[src/rtl/tlb_ctrl_reg.sv]
module tlb_ctrl_reg #(
  parameter int VA_W    = 32,
  parameter int ASID_W  = 8,
  parameter int IDX_W   = 5,
  parameter int IDX_LSB = 12,
  parameter int WAYS    = 4
) (
  input  logic              clk,
  input  logic              rst_n,
  input  logic              wr_en,
  input  logic [31:0]       wdata,
  output logic [31:0]       rdata,
  input  logic              exc_valid,
  input  logic [1:0]        exc_type,
  input  logic [WAYS-1:0]   exc_way_valid,
  input  logic [1:0]        exc_way,
  input  logic [VA_W-1:0]   vaddr,
  input  logic [ASID_W-1:0] asid,
  output logic [IDX_W-1:0]  tlb_index,
  output logic              flush_pulse,
  output logic              xlat_en,
  output logic              single_vm
);
  localparam int WAY_W = $clog2(WAYS);
  localparam logic [1:0] EXC_MISS  = 2'd1;
  localparam logic [1:0] EXC_OTHER = 2'd2;

  logic             xlat_q, idxm_q, svm_q, flush_q;
  logic [WAY_W-1:0] rc_q, rc_nxt, free_way;
  logic             hw_miss, hw_other, all_valid;

  assign hw_miss   = exc_valid && (exc_type == EXC_MISS);
  assign hw_other  = exc_valid && (exc_type == EXC_OTHER);
  assign all_valid = &exc_way_valid;

  always_comb begin
    free_way = '0;
    for (int i = WAYS - 1; i >= 0; i--)
      if (!exc_way_valid[i]) free_way = WAY_W'(i);
  end

  always_comb begin
    if (hw_miss)       rc_nxt = all_valid ? rc_q + WAY_W'(1) : free_way;
    else if (hw_other) rc_nxt = WAY_W'(exc_way);
    else if (wr_en)    rc_nxt = wdata[4 +: WAY_W];
    else               rc_nxt = rc_q;
  end

  always_ff @(posedge clk or negedge rst_n) begin
    if (!rst_n) begin
      xlat_q  <= 1'b0;
      idxm_q  <= 1'b0;
      svm_q   <= 1'b0;
      flush_q <= 1'b0;
      rc_q    <= '0;
    end else begin
      flush_q <= wr_en & wdata[2];
      rc_q    <= rc_nxt;
      if (wr_en) begin
        xlat_q <= wdata[0];
        idxm_q <= wdata[1];
        svm_q  <= wdata[8];
      end
    end
  end

  always_comb begin
    rdata = '0;
    rdata[0] = xlat_q;
    rdata[1] = idxm_q;
    rdata[4 +: WAY_W] = rc_q;
    rdata[8] = svm_q;
  end

  assign tlb_index   = vaddr[IDX_LSB +: IDX_W] ^ (idxm_q ? asid[IDX_W-1:0] : '0);
  assign flush_pulse = flush_q;
  assign xlat_en     = xlat_q;
  assign single_vm   = svm_q;

  logic unused_bits;
  assign unused_bits = ^{wdata[31:9], wdata[7:6], wdata[3], vaddr, asid};


  flush_src_chk: assert property (@(posedge clk) disable iff (!rst_n)
    flush_pulse |-> $past(wr_en && wdata[2]));

  flush_due_chk: assert property (@(posedge clk) disable iff (!rst_n)
    (wr_en && wdata[2]) |=> flush_pulse);

  miss_full_chk: assert property (@(posedge clk) disable iff (!rst_n)
    (hw_miss && all_valid) |=> rdata[5:4] == $past(rdata[5:4]) + 2'd1);

  miss_free_chk: assert property (@(posedge clk) disable iff (!rst_n)
    (hw_miss && !all_valid) |=> ((($past(exc_way_valid) >> rdata[5:4]) & 4'd1) == 4'd0));

  other_load_chk: assert property (@(posedge clk) disable iff (!rst_n)
    hw_other |=> rdata[5:4] == $past(exc_way));

  rc_hold_chk: assert property (@(posedge clk) disable iff (!rst_n)
    (!hw_miss && !hw_other && !wr_en) |=> $stable(rdata[5:4]));
endmodule

[config.mk]
export PLATFORM = sky130hd
export DESIGN_NAME = tlb_ctrl_reg
export DESIGN_NICKNAME = d
export VERILOG_FILES = /design/src/rtl/tlb_ctrl_reg.sv
export SDC_FILE = /design/constraint.sdc
export NUM_CORES = 1
export LEC_CHECK = 0
export ABC_AREA = 1
export BUFFER_PORTS_ARGS = -buffer_cell sky130_fd_sc_hd__clkbuf_2
export CAP_MARGIN = 40
export CORE_MARGIN = 5
export CORE_UTILIZATION = 25
export DETAILED_ROUTE_END_ITERATION = 16
export MAX_ROUTING_LAYER = met4
export PLACE_DENSITY = 0.83
export SLEW_MARGIN = 20
export SYNTH_ARGS = -nofsm -noshare
export SYNTH_HDL_FRONTEND = slang
export SYNTH_SLANG_ARGS = --single-unit
[constraint.sdc]
create_clock -name clk -period 1.2 [get_ports clk]
set_clock_uncertainty 0.15 [all_clocks]
set_input_delay 0 -clock clk [delete_from_list [all_inputs] [get_ports clk]]
set_output_delay 0 -clock clk [all_outputs]
set_load 0.02 [all_outputs]
==> results of run 1 <==
## layout by cell type, fill, tap and decap left out, types with 3 or more instances in the layout
cell type / count
clkbuf_4: 3
inv_1: 6
xnor2_2: 3
dlygate4sd3_1: 16
conb_1: 27
dfrtp_1: 5
clkbuf_2: 34
buf_4: 4
nand2_1: 32
nor2_1: 9
## power groups by stage
stage	clock network [uW]	logic [uW]	registers [uW]
after floorplan	0	271	263
after global placement	0	316	245
after detailed placement	0	320	245
after CTS	187	382	244
after global routing	208	427	247
final	183	392	243
## worst paths after layout
check / start / endpoint / slack [ns] / cells past startpoint
setup / recovery: idxm_q / tlb_index[1] / -0.03 / 3
hold / removal: wdata[4] / rc_q[0] / -0.02 / 5
setup reg to reg: rc_q[0] / rc_q[1] / 0.11 / 7
hold reg to reg: xlat_en / xlat_en / 0.36 / 2
max in group asynchronous: rst_n / idxm_q / 0.15 / 3
min in group asynchronous: rst_n / rc_q[0] / 0.53 / 3
## area by class of cell
class	count	area [um^2]
inverters	8	30.0
well taps	30	37.5
repair buffers	55	374
flip-flops and latches	6	151
fillers	270	1490
multi-input cells	80	370
clock buffers	3	22.5
## worst reg2reg max path: cells and delay by family, from the launching register on
family | cells | cell delay [ns]
AND/OR/NAND/NOR | 6 | 0.38
flip-flops | 1 | 0.38
buffers and inverters | 1 | 0.07
## metrics by stage
| stage | hold slack (ns) | util [%] | setup slack, ns |
|---|---|---|---|
| after floorplan | -0.446 | - | 0.0499 |
| after global placement | -0.323 | 30.7 | 0.128 |
| after detailed placement | -0.325 | 30.7 | 0.113 |
| after CTS | 0.00524 | 39.3 | -0.0547 |
| after global routing | 0.0461 | 39.8 | -0.0993 |
| final | -0.0218 | 39.8 | -0.0257 |
## cell families after synthesis
logic type	count (synthesis)	synth area share, %
simple gates	48	30.4
buf+inv	38	39.2
flops	6	23.1
xor+xnor	5	6.73
other cells	1	0.576
## sequential cells by signal (all words and copies together), names as in the netlist
register     count
rc_q             2
flush_pulse      1
idxm_q           1
single_vm        1
xlat_en          1
## repair_timing
item                                   CTS  global route
endpoints found under the hold margin   12             0
cloned                                   0             0
pin swaps                                1             4
gates resized for setup                  9             7
hold buffers                            16             0
setup endpoints to repair                5             6
## metal layers
metal  global-route usage (%)  part of all wire [%]  up-vias
li1                         -                     -      343
met4                     8.36                   4.6        0
met2                     15.0                    59       29
met1                     7.91                    27      278
met3                     2.52                   9.1        7
met5                        -                     0        -
==> flow_summary.ini, run 1 <==
[run_status]
status = complete, but fails checks
violations = hold timing, setup timing

[hold_path]
holdCritPathClass = input port to register

[placement]
port_buffers = 40
dpl.hpwl_um = 1290
dp_cells = 164
gp_congestion = 0.745
postPlaceCellArea_um2 = 761

[yosys]
synth_edf_count = 0
synth_area_um2 = 651
yosysTopAreaCell = buf_4
yosys_warnings = 0
synth.yosys.seq_area_share_pct = 23.1
synth-seq-cells = 6
synth_common_cells = nand2_1 (34), buf_4 (30), nor2_1 (9), dfrtp_1 (6), inv_1 (6)
syn_inst = 98
ys.flop_type = dfrtp_1
avgSynthCellArea_um2 = 6.64
synth_most_common_cell = nand2_1
synth_top_area_share_pct = 34.6
yosys-top-cells-area = buf_4 (35%), dfrtp_1 (23%), nand2_1 (20%), xnor2_1 (6.7%), nor2_1 (5.2%)
ys_types = 11
synth-async-reset-ratio_pct = 100

[critical_path]
cp_slowest_stage_delay_ns = 0.45
endpoint_kind = primary output
crit_type = register to primary output
required_ns = 1.05
start_kind = register
cp.arrival_ns = 1.08
crit_buf_inv = 1
crit_family = flip-flops
crit_chain = nand2_1 -> xnor2_2 -> buf_4
critPathSlowestCell = dfrtp_2
path_max_fanout = 7

[power_and_ir_drop]
p_leak_uw = 0.000605
pwr-share-seq_pct = 29.8
p_int_uw = 492
share_comb_of_total_power_pct = 47.9
p_switching_uw = 325
p_clk_share_pct = 22.3
p_sw_share_pct = 39.8
cellPowerDensity_nw_per_um2 = 829
power_uw = 818
vdd_drop_max_uv = 285

[route]
detail_route.vias_per_cell = 3.61
num_vias = 657
drc = 0
detail-route-antenna-nets = 0
wl_per_cell_um = 9.19
drt_pre_antenna_iters = 4
dr.first_iter.drc_count = 16
wl_um = 1670

[floorplanning]
io-pin-count = 124
coreArea_um2 = 2480
die_x_um = 61.0
row_count = 18
die_y_um = 61.0
die_area_um2 = 3720
start_util_pct = 26.3

[timing]
hold_slack_ns = -0.0218
maxSlewViolCount = 0
clock.fmax_mhz = 816
rsz0062_at_grt = true
post-route-period-util_pct = 102
min_period_ns = 1.23
setup_ws_ns = -0.0257
hold_viol = 1
setup_violations = 4
setup-tns-final_ns = -0.0743

[clock_network]
cts_tree = built
cts.sinks = 6
numCtsBuffers = 3
clockRootBuffer = clkbuf_4
htreeDepth = 1
clk_pin_slew_ns = 0.04
clk_latency_ns = 0.24
postCtsSetupBuffers = 0
clockBufferDepth = 2

[run]
maxCapViolations = 0

[layout]
drive_above_1_share_pct = 34.2
finalNetCount = 238
stdcell_area_um2 = 986
diodes = 0
area_growth_pct = 51.5
layout.cells.non_filler = 182

[global_routing]
grt_max_degree = 8
grt_use_total_pct = 8.89
antenna_found_initial = 0
grt_first_pass_wirelength_um = 2210
first_global_vias = 542
grt_overflow_total = 0
Note: power is estimated with default switching activity, not from simulation.
==> inputs of run 2 (changes only) <==
==> constraint.sdc (replaced) <==
create_clock -name clk -period 1.2 [get_ports clk]
set_clock_uncertainty 0.15 [all_clocks]
set_input_delay 0 -clock clk [delete_from_list [all_inputs] [get_ports clk]]
set_output_delay 0 -clock clk [all_outputs]
set_load 0.1 [all_outputs]
==> run 2 against run 1 <==
The flow finishes with violations (setup timing). Via count is 11% higher. Clock power increased by 15%. Register-to-register slack got worse by 0.06 ns. Sequential power up 11%. Final area is 34% higher. Worst hold slack better by 0.18 ns. Clock-buffer cell count grew 1. Critical path type unchanged. Utilization grew 14 points. Wire length rose by 25%. Sequential share of layout area down 3.2 points. Total power grew 110%.
==> flow_summary.ini, run 2 (same netlist as run 1, synthesis figures left out) <==
[route]
dr.first_iter.drc_count = 26
wl_um = 2090
drc = 0
detail_route.vias_per_cell = 3.93
detail-route-antenna-nets = 0
drt_pre_antenna_iters = 4
wl_per_cell_um = 11.2
num_vias = 731

[clock_network]
clk_pin_slew_ns = 0.05
htreeDepth = 1
cts_tree = built
clockRootBuffer = clkbuf_4
clockBufferDepth = 2
numCtsBuffers = 3
clk_latency_ns = 0.25
cts.sinks = 6

[layout]
register_area_um2 = 161
fill_cells = 222
multi_input_area_um2 = 482
top_register = rc_q
finalNetCount = 241
final_common_cell = nand2_1
utilization_pct = 53.4
diodes = 0
layout_common_cells = nand2_1 (29), conb_1 (27), clkbuf_2 (24)
largest_reg_flops = 2
area_growth_pct = 103
drive_above_1_share_pct = 42.3

[timing]
hold_viol = 0
maxSlewViolCount = 0
clock.fmax_mhz = 713
min_period_ns = 1.40
setup-tns-final_ns = -1.02
setup_ws_ns = -0.203
setup_violations = 6
post-route-period-util_pct = 117
rsz0062_at_grt = true

[global_routing]
grt_first_pass_wirelength_um = 2840
grt_max_degree = 8
grt_use_total_pct = 10.9
grt_overflow_total = 0
first_global_vias = 711
antenna_found_initial = 0

[floorplanning]
coreArea_um2 = 2480
start_util_pct = 26.3
io-pin-count = 124
die_x_um = 61.0
row_count = 18
die_y_um = 61.0
die_area_um2 = 3720

[power_and_ir_drop]
cellPowerDensity_nw_per_um2 = 1270
vdd_drop_max_uv = 748
p_leak_uw = 0.000734

[critical_path]
reg2reg_from = rc_q[0]
crit_family = flip-flops
crit_chain = nand2_4 -> xnor2_4 -> buf_12
reg2reg_slack_ns = 0.05
cp_slowest_stage_delay_ns = 0.52
r2r_end = rc_q[1]
path_max_fanout = 7
critPathSlowestCell = dfrtp_2
cp.arrival_ns = 1.25
required_ns = 1.05
crit_type = register to primary output
start_kind = register
crit_buf_inv = 1
endpoint_kind = primary output
worstRegToRegCells = 6

[hold_path]
holdCritPathClass = input port to register
hold_start = exc_type[0]
holdPathEnd = rc_q[1]
hold_depth = 4

[run]
maxCapViolations = 0

[placement]
dpl.hpwl_um = 1490
port_buffers = 40
gp_congestion = 0.729

[run_status]
violations = setup timing
status = complete, but fails checks
run 2: changes by cell type in the layout (fill, tap and decap cells not counted), sizes merged:
cell	delta
clkbuf	-10
dlymetal6s4s	+1
dlygate4sd3	+1
buf	+12
run 2: how the worst max path moves through the flow:
stage	startpoint	to	cells after the start
after floorplan	idxm_q	tlb_index[0]	2
after global placement	idxm_q	tlb_index[0]	3
after detailed placement	idxm_q	tlb_index[0]	3
after CTS	idxm_q	tlb_index[4]	3
after global routing	idxm_q	tlb_index[4]	3
final	idxm_q	tlb_index[4]	3
run 2: repair_timing:
item,4_1_cts,5_1_grt
buffers inserted,0,3
hold buffers,18,0
hold endpoints to repair,12,0
pin swaps,7,3
gates resized for setup,4,3
setup endpoints to repair,5,8
run 2: where the power goes:
group	switching, uW	internal, uW	leakage, uW
Clock	83.7	127	0.0000150
Sequential	38.6	231	0.0000677
Combinational	862	335	0.000651
Total	984	692	0.000734
run 2: final cells by class:
class                      instances  share of cell area [%]
clock buffer                       4                    1.99
inverter                           8                    2.27
multi-input combinational         80                    36.4
sequential                         6                    12.2
tap                               30                    2.84
timing repair buffer              58                    44.3
run 2: metal layers:
metal  routed length [um]  global-route usage, %  vias to the layer above
li1                     -                      -                      352
met5                    0                      -                        -
met1                  679                   9.37                      332
met3                  221                   3.14                        4
met4                   34                   5.57                        0
met2                 1160                   21.1                       43
run 2: tightest hold or removal path: stages:
cell and delay, ns:
dlymetal6s4s_1 0.22, nand3_2 0.14, nand3_1 0.10, nand2_1 0.05
run 2: per-stage QoR:
step | instances | power, uW | hold slack [ns] | worst slack (ns) | instance area, um^2
6_report | 186 | 1680 | 0.155 | -0.203 | 1320
5_1_grt | 186 | 1730 | 0.236 | -0.240 | 1320
4_1_cts | 186 | 1650 | 0.231 | -0.244 | 1310
3_5_place_dp | 164 | 1390 | -0.320 | -0.00276 | 1080
3_3_place_gp | 164 | 1380 | -0.323 | 0.0172 | 1080
2_1_floorplan | 124 | 1170 | -0.446 | -0.150 | 873
